--- config.mk ---
export PLATFORM = sky130hd
export DESIGN_NAME = thread_issue_sel
export DESIGN_NICKNAME = d
export VERILOG_FILES = /design/src/rtl/thread_sel_pkg.sv /design/src/rtl/tsel_rr_pick.sv /design/src/rtl/tsel_state.sv /design/src/rtl/thread_issue_sel.sv
export SDC_FILE = /design/constraint.sdc
export NUM_CORES = 1
export LEC_CHECK = 0
export CAP_MARGIN = 5
export CORE_UTILIZATION = 40
export CTS_CLUSTER_DIAMETER = 150
export DETAILED_ROUTE_END_ITERATION = 10
export DONT_BUFFER_PORTS = 1
export HOLD_SLACK_MARGIN = 0.08
export MAX_ROUTING_LAYER = met4
export PLACE_DENSITY_LB_ADDON = 0.12
export SKIP_LAST_GASP = 1
export SYNTH_ARGS = -nofsm -noshare
export SYNTH_HDL_FRONTEND = slang
export SYNTH_SLANG_ARGS = --single-unit
--- constraint.sdc ---
create_clock -name clk -period 1.85 [get_ports clk]
set_input_delay 0.2775 -clock clk [delete_from_list [all_inputs] [get_ports clk]]
set_output_delay 0.2775 -clock clk [all_outputs]
set_load 0.01 [all_outputs]
--- src/rtl/thread_sel_pkg.sv ---
package thread_sel_pkg;
  // Circular thread index: (cur + off) modulo n
  function automatic int wrap_add(input int cur, input int off, input int n);
    return (cur + off) % n;
  endfunction
endpackage

--- src/rtl/tsel_rr_pick.sv ---
module tsel_rr_pick
  import thread_sel_pkg::*;
#(
  parameter int N  = 4,
  parameter int TW = $clog2(N)
) (
  input  logic          clk,
  input  logic          rst_n,
  input  logic [N-1:0]  elig,
  input  logic [TW-1:0] cur,
  output logic          found,
  output logic [TW-1:0] pick
);
  // Search farthest first so the nearest eligible successor wins
  always_comb begin
    found = 1'b0;
    pick  = cur;
    for (int off = N - 1; off >= 1; off--) begin
      if (elig[wrap_add(int'(cur), off, N)]) begin
        found = 1'b1;
        pick  = TW'(wrap_add(int'(cur), off, N));
      end
    end
  end

  assert_pick_other_R7: assert property (@(posedge clk) disable iff (!rst_n)
    found |-> (pick != cur) && elig[pick]);
endmodule

--- src/rtl/tsel_state.sv ---
module tsel_state #(
  parameter int N  = 4,
  parameter int TW = $clog2(N)
) (
  input  logic          clk,
  input  logic          rst_n,
  input  logic          keep,
  input  logic          found,
  input  logic [TW-1:0] pick,
  output logic [TW-1:0] cur_q,
  output logic          idle_q,
  output logic          swap_vld_q,
  output logic [TW-1:0] swap_tid_q
);
  always_ff @(posedge clk or negedge rst_n) begin
    if (!rst_n) begin
      cur_q      <= '0;
      idle_q     <= 1'b1;
      swap_vld_q <= 1'b0;
      swap_tid_q <= '0;
    end else begin
      swap_vld_q <= 1'b0;
      if (keep) begin
        idle_q <= 1'b0;
      end else if (found) begin
        cur_q      <= pick;
        idle_q     <= 1'b0;
        swap_vld_q <= 1'b1;
        swap_tid_q <= cur_q;
      end else begin
        idle_q <= 1'b1;
      end
    end
  end

  assert_strobe_single_R9: assert property (@(posedge clk) disable iff (!rst_n)
    swap_vld_q |=> !swap_vld_q || $changed(cur_q));
endmodule

--- src/rtl/thread_issue_sel.sv ---
module thread_issue_sel #(
  parameter int N  = 4,
  parameter int TW = $clog2(N)
) (
  input  logic          clk,
  input  logic          rst_n,
  input  logic [N-1:0]  ready_i,
  input  logic [N-1:0]  stall_i,
  output logic [TW-1:0] sel_tid_o,
  output logic [N-1:0]  bank_sel_o,
  output logic          idle_o,
  output logic          swap_vld_o,
  output logic [TW-1:0] swap_tid_o
);
  // Named internal events
  logic [N-1:0]  elig;
  logic          keep;
  logic          found;
  logic [TW-1:0] pick;
  logic [TW-1:0] cur_q;
  logic [N-1:0]  prev_elig_q;
  logic          started_q;

  assign elig = ready_i & ~stall_i;
  assign keep = elig[cur_q];

  tsel_rr_pick #(.N(N), .TW(TW)) u_pick (
    .clk(clk), .rst_n(rst_n), .elig(elig), .cur(cur_q),
    .found(found), .pick(pick)
  );

  tsel_state #(.N(N), .TW(TW)) u_state (
    .clk(clk), .rst_n(rst_n), .keep(keep), .found(found), .pick(pick),
    .cur_q(cur_q), .idle_q(idle_o), .swap_vld_q(swap_vld_o),
    .swap_tid_q(swap_tid_o)
  );

  assign sel_tid_o = cur_q;

  for (genvar g = 0; g < N; g++) begin : g_bank
    assign bank_sel_o[g] = (cur_q == TW'(g));
  end

  // Observation registers for the checks below
  always_ff @(posedge clk or negedge rst_n) begin
    if (!rst_n) begin
      prev_elig_q <= '0;
      started_q   <= 1'b0;
    end else begin
      prev_elig_q <= elig;
      started_q   <= 1'b1;
    end
  end

  assert_bank_onehot_R2: assert property (@(posedge clk) disable iff (!rst_n)
    $onehot(bank_sel_o) && bank_sel_o[sel_tid_o]);

  assert_keep_owner_R3: assert property (@(posedge clk) disable iff (!rst_n)
    (ready_i[sel_tid_o] && !stall_i[sel_tid_o])
      |=> $stable(sel_tid_o) && !swap_vld_o && !idle_o);

  assert_target_eligible_R6: assert property (@(posedge clk) disable iff (!rst_n)
    swap_vld_o |-> prev_elig_q[sel_tid_o]);

  assert_idle_empty_R8: assert property (@(posedge clk) disable iff (!rst_n)
    (started_q && idle_o) |-> (prev_elig_q == '0) && $stable(sel_tid_o) && !swap_vld_o);

  assert_swap_outgoing_R9: assert property (@(posedge clk) disable iff (!rst_n)
    swap_vld_o |-> (swap_tid_o != sel_tid_o) && !idle_o);

  assert_swap_on_change_R9: assert property (@(posedge clk) disable iff (!rst_n)
    (started_q && $changed(sel_tid_o)) |-> swap_vld_o && (swap_tid_o == $past(sel_tid_o)));
endmodule

Word level (Yosys, flattened, before mapping)
Index checks and enable logic that the tools add are counted.
{"block": "classes", "n_shift": 0, "add_sub_neg": 3, "div_mod_pow": 0, "bitwise_logic": 6, "n_reduce_logical": 7, "multipliers": 0, "mux": 21, "order_cmp": 4, "eq_ne": 3}
{"cell": "$mux W1", "n": 14}
{"cell": "$lt A3 B4 Y1 const B", "n": 3}
{"cell": "$bmux W1 S2", "n": 4}
{"cell": "$mux W2", "n": 3}
{"cell": "$reduce_or A2 Y1", "n": 3}
{"cell": "$add A2 B2 Y2 const B", "n": 2}
{"cell": "$and A4 B4 Y4", "n": 1}
{"cell": "$eq A2 B2 Y1 const B", "n": 2}
{"cell": "$not A4 Y4", "n": 1}
{"cell": "$and A1 B1 Y1 const A", "n": 3}
{"cell": "$lt A2 B3 Y1 const B", "n": 1}
{"cell": "$reduce_and A3 Y1", "n": 1}
{"cell": "$reduce_bool A3 Y1", "n": 1}
{"cell": "$add A2 B1 Y2 const B", "n": 1}
{"cell": "$eq A2 B1 Y1 const B", "n": 1}
{"cell": "$logic_not A2 Y1", "n": 1}
{"cell": "$reduce_and A2 Y1", "n": 1}
{"cell": "$not A1 Y1", "n": 1}
{"block": "totals", "register_bits": 6, "latchBits": 0, "mem_bits_ro": 0, "ramBits": 0, "input_bits": 10, "n_memories": 0}

Longest topological paths before layout
Gate-level depths: netlist of run 1.
{"block": "depth", "depth_word": 11, "depth_mapped": 8, "ltp_nobuf": 6}

Hierarchy
Synthesis of run 1 repeated with hierarchy kept, for this count alone.
{"block": "unflattened", "cells_unflattened": 44, "hier_area_um2": 455.4}
{"mod": "tsel_state", "seq_area_each_um2": 151.4, "area_each_um2": 240.2, "cells_each": 13, "n_inst": 1}
{"mod": "tsel_rr_pick", "seq_area_each_um2": 0.0, "area_each_um2": 115.1, "cells_each": 18, "n_inst": 1}
{"mod": "thread_issue_sel", "seq_area_each_um2": 0.0, "area_each_um2": 100.1, "cells_each": 13, "n_inst": 1}

Worst setup path before layout of run 1
No wires, ideal clock.
{"block": "synth_path", "path_type": "flip-flop to flip-flop", "from": "reg u_state.cur_q[0]", "to": "reg u_state.cur_q[1]", "period_less_slack_ns": 1.829, "stages_incl_launch_ff": 9, "t_arrival_ns": 1.711, "required_ns": 1.731, "slack_ns": 0.021, "cell_sequence": "dfrtp_1 > buf_2 > buf_2 > inv_1 > ha_1 > nor2b_1 > o21ai_0 > a21oi_1 > o21a_1"}
{"block": "synth_via", "elab_chain_len": 8}
{"element": "from (decl)", "line_no": "tsel_state.sv:10", "rtl": "output logic [TW-1:0] cur_q,"}
{"element": "from (signal assigned)", "line_no": "tsel_state.sv:26", "rtl": "cur_q <= pick;"}
{"element": "$add A2 B2 Y2", "line_no": "thread_sel_pkg.sv:4", "rtl": "return (cur + off) % n;"}
{"element": "$bmux W1 S2", "line_no": "tsel_rr_pick.sv:19", "rtl": "if (elig[wrap_add(int'(cur), off, N)]) begin"}
{"element": "$mux W1 (not written as such) (2 in series)", "line_no": "tsel_rr_pick.sv:19"}
{"element": "$mux W1 (3 in series)", "line_no": "tsel_rr_pick.sv:19"}
{"element": "$reduce_and A3 Y1 (no source line)"}
Several ways; a longest one is shown, not always the timed one. The select of a mux whose other input is x is not followed.
A chain may end at the register's enable or synchronous reset.

Worst setup path after layout of run 1
{"block": "layout_path", "from": "reg u_state.cur_q[1]", "to": "reg u_state.cur_q[1]"}
The elaborated chain is that of the path after synthesis.

==> flow_metrics.py, run 1 <==
metrics = {
    "power": {
        "p_int_mw": 0.507,
        "seqPwrFrac_pct": 27.4,
        "total_leakage_power_nw": 0.276,
        "swShare_pct": 44.8,
        "p_per_area_nw_per_um2": 1310,
        "ir_worst_vdd_uv": 473,
        "p_sw_mw": 0.411,
        "combPwrFrac_pct": 58.9,
        "p_clk_share_pct": 13.8,
    },
    "job": {
        "drv_cap": 0,
    },
    "synth": {
        "ys.flop_type": "dfrtp_1",
        "synthArstFlopShare_pct": 100,
        "synth.yosys.warnings": 0,
        "ys_types": 40,
        "synthTopCellsByArea": "dfrtp_1 (18%), ha_1 (7.4%), mux2i_1 (7.4%), buf_6 (5.0%), dfstp_2 (3.9%)",
        "ys_ff_latch": 6,
        "syn_area_um2": 681,
        "synth_nets": 82,
        "synth_edf_count": 0,
        "yosysTopAreaCellShare_pct": 18.4,
        "synth_cells": 68,
        "synth_top_area_cell": "dfrtp_1",
        "syn_avg_cell_area_um2": 10.0,
        "synth_seq_area_share_pct": 22.2,
    },
    "sta": {
        "worst_slew_pin_slew_ns": 0.396,
        "min_period_ns": 1.54,
        "hold_viol": 0,
        "slew_viol_final": 0,
        "fin_setup_tns_ns": 0,
        "setup_violations": 0,
        "slew_headroom_pct": 73.6,
        "final.period_utilization_pct": 83.0,
        "rsz0062_at_grt": "no",
        "skew_ns": 0.00517,
        "fmax_ghz": 0.651,
    },
    "grt": {
        "antenna_found_initial": 0,
        "grt_max_degree": 21,
        "grt_pass1_wl_um": 2150,
        "grt-ovfl-total": 0,
        "grt_use_total_pct": 15.9,
        "grt_pass1_vias": 501,
    },
    "clocking": {
        "cts_htree_levels": 1,
        "post_cts_buffers": 0,
        "cts_sinks": 6,
        "cts_max_path_buffers": 2,
        "ctsHoldBuffers": 1,
        "worst_skew_pair.late_latency_ns": 0.24,
        "cts.repair.resized": 0,
        "cts_tree": "done",
        "cts_made_buffers": 3,
        "clk_pin_slew_ns": 0.05,
        "cts_root_buf": "clkbuf_4",
    },
    "routing": {
        "drt_iter0_markers": 8,
        "num_vias": 522,
        "via_per_inst": 6.14,
        "postRouteAntennaNets": 0,
        "first_pass_iters": 3,
        "wire_per_inst_um": 15.2,
        "route.detailed.drc": 0,
        "drt_wl_total_um": 1290,
    },
    "critical_path": {
        "crit_start": "u_state.cur_q[1]",
        "worstSetupStartpointType": "flop",
        "end_kind": "flop",
        "slowest_delay_ns": 0.37,
        "r2r_start": "u_state.cur_q[1]",
        "worstSetupPathType": "reg2reg",
        "slowest_stage": "dfrtp_1",
        "worstPathArrival_ns": 1.67,
        "path_cells": "inv_1 -> ha_1 -> nor2b_1 -> o21ai_0 -> a21oi_1 -> o21a_1",
        "cp_max_fo": 6,
        "critical_path_required_ns": 1.98,
    },
    "final_layout": {
        "fin_area_um2": 703,
        "num-nets-final": 84,
        "n_antenna_cell": 0,
        "area_delta_synth_final_pct": 3.31,
        "drive_above_1_share_pct": 21.7,
        "post-route-util_pct": 45.6,
    },
    "floorplanning": {
        "die_h_um": 43.3,
        "die-area_um2": 1870,
        "pin_count": 20,
        "die_x_um": 43.3,
        "core_um2": 1540,
        "rows": 14,
        "start_util_pct": 44.2,
    },
    "placement": {
        "io_buffers": 0,
        "placed_cell_area_um2": 667,
        "hpwl_um": 1020,
        "gp_congestion": 0.844,
    },
    "worst_hold_path": {
        "min_path_type": "in2reg",
        "hold_start": "ready_i[3]",
    },
    "run_status": {
        "run_status": "finished clean",
    },
}
-- layout by cell type (no fill, tap or decap), drive strengths merged, types with 3 or more instances in the layout --
master	n
nor2b	4
a21oi	4
buf	3
dfrtp	5
a31oi	3
mux2i	5
o22ai	3
ha	4
clkbuf	4
nor2	4
nand2b	3
-- worst max-delay path, delay by kind of cell (launching register included) --
| kind | cells | cell delay, ns |
|---|---|---|
| AO/OA/AOI/OAI | 3 | 0.39 |
| flip-flops | 1 | 0.37 |
| adder cells (fa/ha/maj) | 1 | 0.33 |
| buffers and inverters | 1 | 0.18 |
| AND/OR/NAND/NOR | 1 | 0.15 |
-- area by class of cell --
| type | instances | area [um^2] |
|---|---|---|
| Multi-Input combinational cell | 53 | 465 |
| Sequential cell | 6 | 151 |
| Clock buffer | 4 | 26.3 |
| Timing Repair Buffer | 4 | 32.5 |
| Inverter | 2 | 7.51 |
| Fill cell | 153 | 838 |
| Tap cell | 16 | 20.0 |
-- power by group through the flow --
| stage | Combinational [mW] | Clock (mW) | Sequential (mW) |
|---|---|---|---|
| after floorplan | 0.445 | 0 | 0.261 |
| after global placement | 0.540 | 0 | 0.251 |
| after detailed placement | 0.539 | 0 | 0.253 |
| after CTS | 0.544 | 0.131 | 0.251 |
| after global routing | 0.598 | 0.136 | 0.261 |
| final | 0.541 | 0.126 | 0.251 |
-- final timing paths --
kind                                          to  slack [ns]  depth (start not counted)
max in group asynchronous         u_state.idle_q        1.24                          1
setup reg to reg                u_state.cur_q[1]        0.31                          6
hold reg to reg            u_state.swap_tid_q[1]        0.58                          1
setup / recovery                u_state.cur_q[1]        0.31                          6
min in group asynchronous       u_state.cur_q[0]        0.34                          1
hold / removal                    u_state.idle_q        0.32                          2
-- kinds of logic (layout without fill, tap and decap cells) --
| kind of cell | after synthesis | in the layout | share of synthesized area [%] |
|---|---|---|---|
| buf+inv | 9 | 10 | 9.37 |
| simple gates | 21 | 21 | 24.6 |
| compound gates | 22 | 22 | 25.7 |
| mux | 6 | 6 | 10.7 |
| fa+ha+maj | 4 | 4 | 7.35 |
| flops | 6 | 6 | 22.2 |
-- cell usage after synthesis, drive strengths merged (3+ instances only) --
library cell	instances
nand2b	3
dfrtp	5
a31oi	3
buf	7
o22ai	3
mux2i	5
nor2b	4
nor2	4
ha	4
a21oi	4
-- flip-flops by register name, summed over array words and instances, names as in the netlist --
signal and cells:
u_state.idle_q 1, u_state.cur_q 2, u_state.swap_tid_q 2, u_state.swap_vld_q 1
-- routing by layer --
metal	wire, um	vias to the layer above	GRT usage, %
met2	589	14	23.3
li1	-	266	-
met5	0	-	-
met3	57	2	1.70
met1	626	240	20.3
met4	16	0	10.9
-- metrics by stage --
| stage | instances | setup WS (ns) | power, mW | hold WS (ns) |
|---|---|---|---|---|
| finish | 85 | 0.314 | 0.919 | 0.319 |
| global route | 85 | 0.164 | 0.995 | 0.317 |
| CTS | 85 | 0.309 | 0.926 | 0.312 |
| detailed placement | 80 | 0.326 | 0.792 | -0.0180 |
| global placement | 80 | 0.351 | 0.790 | -0.0180 |
| floorplan | 68 | 0.0206 | 0.706 | -0.0181 |
Power figures use the tool's default switching activity.
==> run 2: changes to the inputs <==
Clock period 1.85 ns to 1.45 ns, I/O delays scaled along.
==> run 2 against run 1 <==
  * Largest power group unchanged
  * Routed wire length rose by 9.8%
  * Global-route usage rose by 2.1 points
  * Utilization rose by 4.0 points
  * Critical path type unchanged
==> flow_metrics.py, run 2 (synthesized netlist as in run 1, its figures left out) <==
metrics = {
    "critical_path": {
        "crit_start": "u_state.swap_tid_q[0]",
        "slowest_stage": "or4_1",
        "path_cells": "buf_4 -> or4_1 -> o22ai_1 -> nor3_1",
        "worstSetupStartpointType": "flop",
        "worstSetupPathType": "reg2reg",
        "r2r_start": "u_state.swap_tid_q[0]",
        "worstPathArrival_ns": 1.48,
        "end_kind": "flop",
        "slowest_delay_ns": 0.51,
        "critPathTopFamily": "simple AND/OR/NAND/NOR gates",
        "critical_path_buf_inv_count": 1,
        "critical_path_required_ns": 1.56,
        "cp_max_fo": 5,
    },
    "grt": {
        "grt_max_degree": 12,
        "grt_pass1_wl_um": 2430,
        "grt_use_total_pct": 18.0,
        "grt_pass1_vias": 537,
        "antenna_found_initial": 0,
        "grt-ovfl-total": 0,
    },
    "sta": {
        "slew_viol_final": 0,
        "setup_violations": 0,
        "rsz0062_at_grt": "yes",
        "final.period_utilization_pct": 94.5,
        "worst_slew_pin_slew_ns": 0.354,
        "skew_ns": 0.00632,
        "hold_viol": 0,
        "slew_headroom_pct": 76.3,
        "min_period_ns": 1.37,
        "fmax_ghz": 0.730,
    },
    "clocking": {
        "worst_skew_pair.late_latency_ns": 0.25,
        "clk_pin_slew_ns": 0.04,
        "cts_tree": "done",
        "cts_sinks": 6,
        "cts_htree_levels": 1,
        "cts_max_path_buffers": 2,
        "cts_root_buf": "clkbuf_4",
        "cts_made_buffers": 3,
    },
    "routing": {
        "drt_wl_total_um": 1420,
        "wl_met3_um": 91,
        "drt_iter0_markers": 8,
        "wire_per_inst_um": 15.5,
        "via_per_inst": 6.29,
        "route.detailed.drc": 0,
        "postRouteAntennaNets": 0,
        "drt-met1-wl_um": 682,
        "first_pass_iters": 4,
        "top_layer_used": "met4",
        "num_vias": 572,
        "wl_met2_um": 627,
    },
    "final_layout": {
        "post-route-util_pct": 49.6,
        "multi_input_area_um2": 478,
        "final_common_cell": "buf_4",
        "drive_above_1_share_pct": 33.3,
        "layout_common_cells": "buf_4 (9), mux2i_1 (5), dfrtp_1 (4)",
        "area_delta_synth_final_pct": 12.3,
        "fin_cells": 91,
        "num-nets-final": 90,
        "fin_area_um2": 764,
        "reg_top3": "u_state.cur_q x2, u_state.swap_tid_q x2",
        "nFillCells": 147,
        "n_antenna_cell": 0,
        "seqCellArea_um2": 153,
    },
    "run_status": {
        "run_status": "finished clean",
    },
    "floorplanning": {
        "rows": 14,
        "die_h_um": 43.3,
        "core_um2": 1540,
        "die-area_um2": 1870,
        "pin_count": 20,
        "start_util_pct": 44.2,
        "die_x_um": 43.3,
    },
    "worst_hold_path": {
        "hold_start": "ready_i[3]",
        "min_path_type": "in2reg",
    },
    "placement": {
        "gp_congestion": 0.776,
        "io_buffers": 0,
        "place_inst": 86,
        "hpwl_um": 1110,
        "placed_cell_area_um2": 727,
    },
    "power": {
        "p_per_area_nw_per_um2": 1750,
        "ir_worst_vdd_uv": 919,
        "total_leakage_power_nw": 0.302,
    },
    "job": {
        "drv_cap": 0,
    },
}
run 2: final cells by class:
class,count,area share [%]
repair buffers,10,10.1
flip-flops and latches,6,20.0
clock buffers,4,3.44
well taps,16,2.62
multi-input cells,53,62.5
inverters,2,1.31
run 2: final timing paths:
check | end | slack (ns) | cells past startpoint
worst max-delay path | u_state.swap_tid_q[0] | 0.08 | 4
worst min-delay path | u_state.idle_q | 0.25 | 2
worst max register to register | u_state.swap_tid_q[0] | 0.08 | 4
worst min register to register | u_state.swap_tid_q[1] | 0.58 | 1
max in group asynchronous | u_state.idle_q | 0.88 | 1
min in group asynchronous | u_state.swap_tid_q[1] | 0.28 | 1
run 2: per-stage QoR:
step	hold WS (ns)	setup WS (ns)	setup TNS, ns	total power, mW
after floorplan	-0.0781	-0.0755	-0.124	1.01
after global placement	-0.0780	0.0949	0	1.16
after detailed placement	-0.0780	0.0993	0	1.16
after CTS	0.244	0.0862	0	1.35
after global routing	0.242	-0.00340	-0.00340	1.46
final	0.251	0.0804	0	1.34
run 2: routing by layer:
layer | track usage, % | vias to the layer above
met2 | 24.8 | 27
met3 | 4.68 | 2
li1 | - | 277
met1 | 24.1 | 266
met4 | 9.09 | 0
met5 | - | -
run 2: where the power goes:
part	total [mW]	internal (mW)	switching, mW	leakage [nW]
Sequential	0.318	0.245	0.0729	0.0678
Clock	0.170	0.105	0.0651	0.0150
Combinational	0.850	0.414	0.436	0.219
run 2: timing repair:
| action | in CTS | in global routing |
|---|---|---|
| hold buffers | 1 | 0 |
| setup endpoints to repair | 0 | 3 |
| buffers inserted | 0 | 0 |
| gates resized for setup | 0 | 1 |
| hold endpoints to repair | 6 | 0 |
